<file path="config.mk">
export PLATFORM = sky130hd
export DESIGN_NAME = trace_sync_ctrl
export DESIGN_NICKNAME = d
export VERILOG_FILES = /design/src/rtl/trace_sync_pkg.sv /design/src/rtl/sync_sat_counter.sv /design/src/rtl/sync_cause_detect.sv /design/src/rtl/sync_cause_latch.sv /design/src/rtl/trace_sync_ctrl.sv
export SDC_FILE = /design/constraint.sdc
export NUM_CORES = 1
export LEC_CHECK = 0
export BUFFER_PORTS_ARGS = -buffer_cell sky130_fd_sc_hd__buf_2
export CAP_MARGIN = 20
export CORE_ASPECT_RATIO = 2
export CORE_UTILIZATION = 50
export CTS_CLUSTER_SIZE = 30
export DETAILED_ROUTE_END_ITERATION = 6
export MAX_ROUTING_LAYER = met4
export PLACE_DENSITY_LB_ADDON = 0.25
export SLEW_MARGIN = 40
export SYNTH_ARGS = -nofsm -noshare
export SYNTH_HDL_FRONTEND = slang
export SYNTH_HIERARCHICAL = 1
export SYNTH_SLANG_ARGS = --single-unit
</file>
<file path="constraint.sdc">
create_clock -name clk -period 2.3 [get_ports clk]
set_clock_uncertainty 0.1 [all_clocks]
set_input_delay 0.23 -clock clk [delete_from_list [all_inputs] [get_ports clk]]
set_output_delay 0.23 -clock clk [all_outputs]
set_load 0.05 [all_outputs]
</file>
<file path="src/rtl/trace_sync_pkg.sv">
package trace_sync_pkg;

    // Latched cause positions inside the sticky pending vector
    localparam int CAUSE_ENABLE  = 0;
    localparam int CAUSE_LPEXIT  = 1;
    localparam int CAUSE_DBGEXIT = 2;
    localparam int CAUSE_OVERRUN = 3;
    localparam int CAUSE_EVENT   = 4;
    localparam int CAUSE_SECURE  = 5;
    localparam int CAUSE_COLLIDE = 6;
    localparam int N_LATCHED     = 7;

    // Counter-derived causes appended above the latched ones
    localparam int N_CAUSES      = N_LATCHED + 2;

    localparam logic [1:0] EVT_CFG_SYNC = 2'b01;

    typedef enum logic [1:0] {
        KIND_DIRECT      = 2'b00,
        KIND_INDIRECT    = 2'b01,
        KIND_DIRECT_SYNC = 2'b10,
        KIND_INDIR_SYNC  = 2'b11
    } msg_kind_t;

    typedef struct packed {
        logic      valid;
        logic      sync;
        msg_kind_t kind;
    } msg_out_t;

    typedef struct packed {
        logic en_prev;
        logic evt_prev;
    } edge_state_t;

endpackage

</file>
<file path="src/rtl/sync_sat_counter.sv">
module sync_sat_counter #(
    parameter int W   = 8,
    parameter int MAX = 255
) (
    input  logic         clk,
    input  logic         rst_n,
    input  logic         clr,
    input  logic         inc,
    output logic [W-1:0] cnt,
    output logic         at_max
);
    localparam logic [W-1:0] MAX_V = W'(MAX);

    logic [W-1:0] cnt_d, cnt_q;

    always_comb begin
        cnt_d = cnt_q;
        if (clr) begin
            cnt_d = '0;
        end else if (inc && (cnt_q != MAX_V)) begin
            cnt_d = cnt_q + 1'b1;
        end
    end

    always_ff @(posedge clk) begin
        if (!rst_n) begin
            cnt_q <= '0;
        end else begin
            cnt_q <= cnt_d;
        end
    end

    assign cnt    = cnt_q;
    assign at_max = (cnt_q == MAX_V);

    // Saturation for both the period counter and the instruction counter
    assert_sat_hold_R4: assert property (@(posedge clk) disable iff (!rst_n)
        (at_max && inc && !clr) |=> at_max);

    assert_clear_zero_R5: assert property (@(posedge clk) disable iff (!rst_n)
        clr |=> (cnt == '0));

endmodule

</file>
<file path="src/rtl/sync_cause_detect.sv">
module sync_cause_detect
    import trace_sync_pkg::*;
(
    input  logic                 clk,
    input  logic                 rst_n,
    input  logic                 trace_en,
    input  logic                 lp_exit,
    input  logic                 dbg_exit,
    input  logic                 q_overrun,
    input  logic                 evt_in,
    input  logic [1:0]           evt_cfg,
    input  logic                 lost_secure,
    input  logic                 lost_collide,
    output logic [N_LATCHED-1:0] set_vec
);
    edge_state_t st_d, st_q;

    always_comb begin
        st_d          = st_q;
        st_d.en_prev  = trace_en;
        st_d.evt_prev = evt_in;

        set_vec                = '0;
        set_vec[CAUSE_ENABLE]  = trace_en && !st_q.en_prev;
        set_vec[CAUSE_LPEXIT]  = lp_exit;
        set_vec[CAUSE_DBGEXIT] = dbg_exit;
        set_vec[CAUSE_OVERRUN] = q_overrun && trace_en;
        set_vec[CAUSE_EVENT]   = evt_in && !st_q.evt_prev && (evt_cfg == EVT_CFG_SYNC);
        set_vec[CAUSE_SECURE]  = lost_secure;
        set_vec[CAUSE_COLLIDE] = lost_collide;
    end

    always_ff @(posedge clk) begin
        if (!rst_n) begin
            st_q <= '0;
        end else begin
            st_q <= st_d;
        end
    end

    assert_evt_gated_R6: assert property (@(posedge clk) disable iff (!rst_n)
        (evt_cfg != EVT_CFG_SYNC) |-> !set_vec[CAUSE_EVENT]);

endmodule

</file>
<file path="src/rtl/sync_cause_latch.sv">
module sync_cause_latch #(
    parameter int           N       = 7,
    parameter logic [N-1:0] RST_SET = 1
) (
    input  logic         clk,
    input  logic         rst_n,
    input  logic [N-1:0] set_vec,
    input  logic         clr,
    output logic [N-1:0] pend_vec,
    output logic         pend_any
);
    logic [N-1:0] pend_d, pend_q;

    always_comb begin
        pend_d = clr ? '0 : pend_q;
        pend_d = pend_d | set_vec;
    end

    always_ff @(posedge clk) begin
        if (!rst_n) begin
            pend_q <= RST_SET;
        end else begin
            pend_q <= pend_d;
        end
    end

    assign pend_vec = pend_q;
    assign pend_any = |pend_q;

    assert_set_sticks_R8: assert property (@(posedge clk) disable iff (!rst_n)
        (|set_vec) |=> pend_any);

    assert_hold_without_clear_R8: assert property (@(posedge clk) disable iff (!rst_n)
        (pend_any && !clr) |=> pend_any);

endmodule

</file>
<file path="src/rtl/trace_sync_ctrl.sv">
module trace_sync_ctrl
    import trace_sync_pkg::*;
#(
    parameter int CNT_W      = 8,
    parameter int PERIOD_MAX = 255,
    parameter int INSTR_MAX  = 255
) (
    input  logic       clk,
    input  logic       rst_n,
    input  logic       trace_en,
    input  logic       br_direct,
    input  logic       br_indirect,
    input  logic       seq_instr,
    input  logic       lp_exit,
    input  logic       dbg_exit,
    input  logic       q_overrun,
    input  logic       evt_in,
    input  logic [1:0] evt_cfg,
    input  logic       lost_secure,
    input  logic       lost_collide,
    output logic       msg_valid,
    output logic       msg_sync,
    output logic [1:0] msg_type
);
    localparam logic [N_LATCHED-1:0] PEND_RST = N_LATCHED'(1) << CAUSE_ENABLE;

    logic                 branch, fire, sync_now;
    logic [N_LATCHED-1:0] set_vec, pend_vec;
    logic                 pend_any;
    logic [N_CAUSES-1:0]  cause_all;
    logic [CNT_W-1:0]     period_cnt, instr_cnt;
    logic                 period_hit, instr_hit;
    msg_out_t             out_d, out_q;

    sync_cause_detect u_detect (
        .clk          (clk),
        .rst_n        (rst_n),
        .trace_en     (trace_en),
        .lp_exit      (lp_exit),
        .dbg_exit     (dbg_exit),
        .q_overrun    (q_overrun),
        .evt_in       (evt_in),
        .evt_cfg      (evt_cfg),
        .lost_secure  (lost_secure),
        .lost_collide (lost_collide),
        .set_vec      (set_vec)
    );

    sync_cause_latch #(
        .N       (N_LATCHED),
        .RST_SET (PEND_RST)
    ) u_latch (
        .clk      (clk),
        .rst_n    (rst_n),
        .set_vec  (set_vec),
        .clr      (sync_now),
        .pend_vec (pend_vec),
        .pend_any (pend_any)
    );

    sync_sat_counter #(
        .W   (CNT_W),
        .MAX (PERIOD_MAX)
    ) u_period_cnt (
        .clk    (clk),
        .rst_n  (rst_n),
        .clr    (sync_now),
        .inc    (fire && !sync_now),
        .cnt    (period_cnt),
        .at_max (period_hit)
    );

    sync_sat_counter #(
        .W   (CNT_W),
        .MAX (INSTR_MAX)
    ) u_instr_cnt (
        .clk    (clk),
        .rst_n  (rst_n),
        .clr    (branch),
        .inc    (seq_instr),
        .cnt    (instr_cnt),
        .at_max (instr_hit)
    );

    always_comb begin
        branch    = br_direct || br_indirect;
        fire      = branch && trace_en;
        cause_all = {instr_hit, period_hit, pend_vec};
        sync_now  = fire && (|cause_all);

        out_d       = '0;
        out_d.valid = fire;
        out_d.sync  = sync_now;
        if (fire) begin
            out_d.kind = msg_kind_t'({sync_now, br_indirect});
        end
    end

    always_ff @(posedge clk) begin
        if (!rst_n) begin
            out_q <= '0;
        end else begin
            out_q <= out_d;
        end
    end

    assign msg_valid = out_q.valid;
    assign msg_sync  = out_q.sync;
    assign msg_type  = out_q.kind;

    assert_disabled_silent_R9: assert property (@(posedge clk) disable iff (!rst_n)
        !trace_en |=> !msg_valid);

    assert_branch_emits_R10: assert property (@(posedge clk) disable iff (!rst_n)
        (trace_en && branch) |=> msg_valid);

    assert_no_branch_no_msg_R10: assert property (@(posedge clk) disable iff (!rst_n)
        !branch |=> (!msg_valid && !msg_sync && (msg_type == 2'b00)));

    assert_pending_forces_sync_R8: assert property (@(posedge clk) disable iff (!rst_n)
        (fire && pend_any) |=> msg_sync);

    assert_sync_resets_period_R4: assert property (@(posedge clk) disable iff (!rst_n)
        sync_now |=> (period_cnt == '0));

    assert_branch_resets_instr_R5: assert property (@(posedge clk) disable iff (!rst_n)
        branch |=> (instr_cnt == '0));

endmodule

</file>
==> impl_metrics.tcl, run 1 <==
set metrics [dict create \
    outcome "completed" \
    ctsLongestPathBuffers 2 \
    timing.final.hold_violations 0 \
    first_pass_grt_wire_length_um 4770 \
    clkSinkCount 29 \
    die_width_um 38.9 \
    p_int_uw 766 \
    startpoint_type "flop" \
    wire_per_inst_um 14.8 \
    tritoncts "built" \
    max_transition_viols_final 0 \
    irDropWorstVdd_mv 0.508 \
    switching_share_pct 23.9 \
    r2r_start "u_period_cnt/cnt[0]" \
    cp-end-kind "flop" \
    path_max_fanout 6 \
    routed_antenna_nets 0 \
    max_freq_ghz 0.445 \
    postPlaceCellArea_mm2 0.00160 \
    die_height_um 75.9 \
    core_mm2 0.00257 \
    buffer_ports.inserted 17 \
    fin_util_pct 66.9 \
    finalWorstPathRequiredPeriod_ns 2.25 \
    finalInstanceArea_mm2 0.00172 \
    pre_cts_slack_ns 0.0168 \
    stdcell_count 215 \
    number_of_hold_buffers_added_after_cts 0 \
    detailedPlacementHpwl_um 2390 \
    die_area_mm2 0.00295 \
    critical_path_required_ns 2.37 \
    overflow 0 \
    min_path_type "in -> reg" \
    setup_viol_count_final 0 \
    nNetsFinal 202 \
    fin_setup_tns_ns 0 \
    crit_path_cell_trace "ha_2 > and3_4 > and2_4 > nor4_4 > and4_4 > nand3_4 > or4_1 > and3_1" \
    grt_start_max_net_pins 16 \
    drt_pre_antenna_iters 5 \
    total_track_usage_pct 23.7 \
    grt_pass1_vias 1218 \
    initial_utilization_pct 53.1 \
    rrSetupSlack_ns 0.05 \
    setup.worst_path.class "reg -> reg" \
    antennaDiodeCount 0 \
    worst_ep_arrival_time_ns 2.32 \
    worst_path_max_delay_cell "or4_1" \
    drcViolationCount 0 \
    gp_weighted_congestion 0.757 \
    yosys_warnings 6 \
    synthesis.instances 149 \
    num_rows 26 \
    clk_transition_reported_paths_ns 0.06 \
    share_seq_of_total_power_pct 51.9 \
    critPathTopFamily "simple AND/OR/NAND/NOR gates" \
    clock_tree.htree_level_count 2 \
    netSwitchingPower_uw 241 \
    grt_setup_unrepaired "yes" \
    report.power.total_mw 1.01 \
    initial_antenna_violation_count 0 \
    critPathBufInv 0 \
    timing.hold.worst.start "dbg_exit" \
    tritoncts.num_buffers 5 \
    drtIter0Drc 35 \
    rr_endpoint "u_period_cnt/cnt[6]" \
    clkPwrFrac_pct 39.1 \
    hold_end "u_latch/pend_vec[2]" \
    layout-drive-gt1-share_pct 31.6 \
    cts_root_buffer "clkbuf_8" \
    fin_ws_ns 0.0538 \
    static_leak_nw 0.689 \
    min_path_cells 2 \
    finalHoldWorstSlack_ns 0.0653 \
    p_per_area_mw_per_mm2 586 \
    boundary_pins 18 \
    vias 1248 \
    final_min_period_over_clock_period_pct 97.7 \
    syn-mean-instance-area_um2 9.15 \
    worstSkewPairLatency_ns 0.28 \
    placedCellCount 206 \
    power.combinational.fraction_pct 9.1 \
    synthToLayoutAreaGrowth_pct 26.1 \
    detail_route.vias_per_cell 5.80 \
    timing_worst_slew_pin_value_ns 0.524 \
    drv.max_cap_violation_count 0 \
    slowest_delay_ns 0.40 \
    mappedNetlistNets 165 \
    synth.cell_area_mm2 0.00136 \
    routed_wirelength_um 3170 \
    timing.reg2reg.worst_path_depth 8 \
    timing.max_slew.rel_slack_pct 65.0 \
]
## per-layer routing
metal	wire, µm	GRT usage [%]	part of all wire [%]	vias to the layer above
li1	-	-	-	623
met1	1160	20.9	37	586
met2	1800	41.5	57	29
met3	101	5.83	3.2	10
met4	107	16.5	3.4	0
met5	0	-	0	-
## what timing repair did
item,in CTS,in global routing
gates resized for setup,0,8
buffers inserted,0,1
endpoints found under the setup margin,0,4
## cell type report
class | instances | area (µm²)
Multi-Input combinational cell | 109 | 773
Clock inverter | 2 | 10.0
Sequential cell | 29 | 582
Inverter | 5 | 18.8
Tap cell | 28 | 35.0
Timing Repair Buffer | 36 | 228
Clock buffer | 6 | 72.6
Fill cell | 224 | 851
## power by group through the flow
| stage | logic, mW | registers (mW) | clock network (mW) |
|---|---|---|---|
| 2_1_floorplan | 0.0432 | 0.545 | 0 |
| 3_3_place_gp | 0.0859 | 0.533 | 0 |
| 3_5_place_dp | 0.0897 | 0.534 | 0 |
| 4_1_cts | 0.0894 | 0.523 | 0.407 |
| 5_1_grt | 0.0986 | 0.524 | 0.424 |
| 6_report | 0.0912 | 0.522 | 0.393 |
## placed cells by master, fill, tap and decap left out, types with 3 or more instances in the layout
master,n
buf_2,17
and2_1,3
and4_1,4
nor3_1,7
clkbuf_8,5
nor2b_1,9
inv_1,5
nand4_1,4
nand2b_1,4
buf_4,19
mux2i_1,4
a31oi_1,5
o21a_1,7
nand2_1,12
dfxtp_1,28
o21ai_0,5
and3_1,3
a21oi_1,12
## worst max path at each step
stage	cells after the start	from	endpoint
finish	8	u_period_cnt/cnt[0]	u_period_cnt/cnt[6]
global route	8	u_period_cnt/cnt[0]	u_period_cnt/cnt[6]
CTS	8	u_instr_cnt/cnt[1]	u_period_cnt/cnt[6]
detailed placement	8	u_instr_cnt/cnt[1]	u_period_cnt/cnt[6]
global placement	8	u_instr_cnt/cnt[1]	u_period_cnt/cnt[6]
floorplan	8	u_instr_cnt/cnt[1]	u_period_cnt/cnt[6]
## registers in the layout, summed over array words and instances, names as in the netlist
name	cells
u_instr_cnt/cnt	8
msg_sync	1
u_detect/st_q	2
u_latch/pend_vec	7
u_period_cnt/cnt	8
msg_valid	1
msg_type	2
Power figures use the tool's default switching activity.
==> inputs of run 2 (changes only) <==
--- a/config.mk
+++ b/config.mk
@@ -6,13 +6,13 @@
 export NUM_CORES = 1
 export LEC_CHECK = 0
 export BUFFER_PORTS_ARGS = -buffer_cell sky130_fd_sc_hd__buf_2
-export CAP_MARGIN = 20
+export CAP_MARGIN = 40
 export CORE_ASPECT_RATIO = 2
 export CORE_UTILIZATION = 50
 export CTS_CLUSTER_SIZE = 30
 export DETAILED_ROUTE_END_ITERATION = 6
 export MAX_ROUTING_LAYER = met4
-export PLACE_DENSITY_LB_ADDON = 0.25
+export PLACE_DENSITY = 0.78
 export SLEW_MARGIN = 40
 export SYNTH_ARGS = -nofsm -noshare
 export SYNTH_HDL_FRONTEND = slang
==> impl_metrics.tcl, run 2 (synthesis gave the netlist of run 1 again) <==
set metrics [dict create \
    finalInstanceArea_mm2 0.00174 \
    layout-drive-gt1-share_pct 33.0 \
    timing.critical_path.from "u_period_cnt/cnt[0]" \
    timing.max_slew.rel_slack_pct 68.3 \
    gp_weighted_congestion 0.770 \
    tritoncts.num_buffers 5 \
    irDropWorstVdd_mv 0.407 \
    startpoint_type "flop" \
    final_min_period_over_clock_period_pct 98.8 \
    timing.reg2reg.worst_path_depth 8 \
    max_freq_ghz 0.440 \
    die_width_um 38.9 \
    clkPwrFrac_pct 42.3 \
    static_leak_nw 0.688 \
    clock_tree.htree_level_count 2 \
    path_max_fanout 6 \
    initial_antenna_violation_count 0 \
    nNetsFinal 200 \
    worst_path_max_delay_cell "a2111o_1" \
    grt_start_max_net_pins 16 \
    timing_worst_slew_pin_value_ns 0.475 \
    drv.max_cap_violation_count 0 \
    overflow 0 \
    routed_antenna_nets 0 \
    wire_per_inst_um 15.0 \
    boundary_pins 18 \
    cts_root_buffer "clkbuf_8" \
    total_track_usage_pct 26.0 \
    crit_path_cell_trace "ha_4 > and3_4 > and2_4 > nor4_4 > and4_4 > nand4_1 > a2111o_1 > o21ai_1" \
    finalWorstPathRequiredPeriod_ns 2.27 \
    ctsLongestPathBuffers 2 \
    initial_utilization_pct 53.1 \
    max_transition_viols_final 0 \
    postPlaceCellArea_mm2 0.00157 \
    grt_setup_unrepaired "yes" \
    die_area_mm2 0.00295 \
    drcViolationCount 0 \
    r2r_start "u_period_cnt/cnt[0]" \
    min_path_type "in -> reg" \
    p_per_area_mw_per_mm2 612 \
    slowest_delay_ns 0.44 \
    routed_wirelength_um 3200 \
    pre_cts_slack_ns -0.0293 \
    detailedPlacementHpwl_um 2410 \
    worstSkewPairLatency_ns 0.28 \
    layout.cells.most_common "dfxtp_1" \
    core_mm2 0.00257 \
    power.combinational.fraction_pct 8.8 \
    critical_path_required_ns 2.42 \
    netSwitchingPower_uw 239 \
    clkSinkCount 29 \
    tritoncts "built" \
    num_rows 26 \
    worst_ep_arrival_time_ns 2.39 \
    min_path_cells 2 \
    p_int_uw 827 \
    first_pass_grt_wire_length_um 5120 \
    detail_route.vias_per_cell 5.87 \
    vias 1250 \
    timing.hold.worst.start "lost_secure" \
    timing.final.hold_violations 0 \
    synthToLayoutAreaGrowth_pct 27.8 \
    setup.worst_path.class "reg -> reg" \
    die_height_um 75.9 \
    drt_pre_antenna_iters 4 \
    outcome "completed" \
    layout_common_cells "dfxtp_1, buf_2, buf_4" \
    setup_viol_count_final 0 \
    fin_ws_ns 0.0269 \
    grt_pass1_vias 1244 \
    share_seq_of_total_power_pct 48.9 \
    antennaDiodeCount 0 \
    cp-end-kind "flop" \
    clk_transition_reported_paths_ns 0.06 \
    drtIter0Drc 28 \
    switching_share_pct 22.4 \
    buffer_ports.inserted 17 \
]
-- run 2: per-layer routing --
| metal | GRT usage, % | wire length [µm] | vias up |
|---|---|---|---|
| met1 | 21.3 | 1130 | 595 |
| met5 | - | 0 | - |
| li1 | - | - | 615 |
| met3 | 6.41 | 74 | 12 |
| met2 | 47.8 | 1860 | 28 |
| met4 | 16.1 | 129 | 0 |
-- run 2: stage by stage --
stage,TNS (ns),cells,util [%],power [mW],hold WS [ns]
final,0,213,67.8,1.07,0.0591
after global routing,-0.150,213,67.8,1.11,0.0581
after detailed placement,-0.0293,202,61.0,0.623,0.343
after floorplan,0,149,-,0.589,0.213
after global placement,0,202,61.0,0.619,0.339
after CTS,0,210,65.1,1.08,0.0503
-- run 2: timing repair --
action | in CTS | in global routing
gates resized for setup | 2 | 12
setup buffers | 0 | 3
hold buffers | 0 | 0
cloned | 0 | 0
setup endpoints to repair | 1 | 7
pin swaps | 0 | 5
endpoints found under the hold margin | 0 | 0
-- run 2: cell type report --
class,count,area (µm²)
sequential,29,586
timing repair buffer,34,213
tap,28,35.0
inverter,5,18.8
multi-input combinational,109,790
clock inverter,1,5.00
fill,218,827
clock buffer,7,96.3
-- run 2: power groups by stage --
stage	combinational (mW)	clock (mW)	sequential, mW
floorplan	0.0432	0	0.545
global placement	0.0858	0	0.533
detailed placement	0.0889	0	0.534
CTS	0.0892	0.466	0.523
global route	0.103	0.480	0.523
finish	0.0938	0.451	0.522
-- run 2: worst max-delay path: cells and delay by family (launching register included) --
kind,cells,cell delay (ns)
flops,1,0.36
simple gates,5,1.08
compound gates,2,0.51
fa+ha+maj,1,0.16
-- run 2: worst paths after layout --
path / endpoint / slack [ns]
worst min register to register: u_period_cnt/cnt[1] / 0.39
worst min-delay path: u_latch/pend_vec[5] / 0.06
worst max register to register: u_period_cnt/cnt[3] / 0.03
worst max-delay path: u_period_cnt/cnt[3] / 0.03
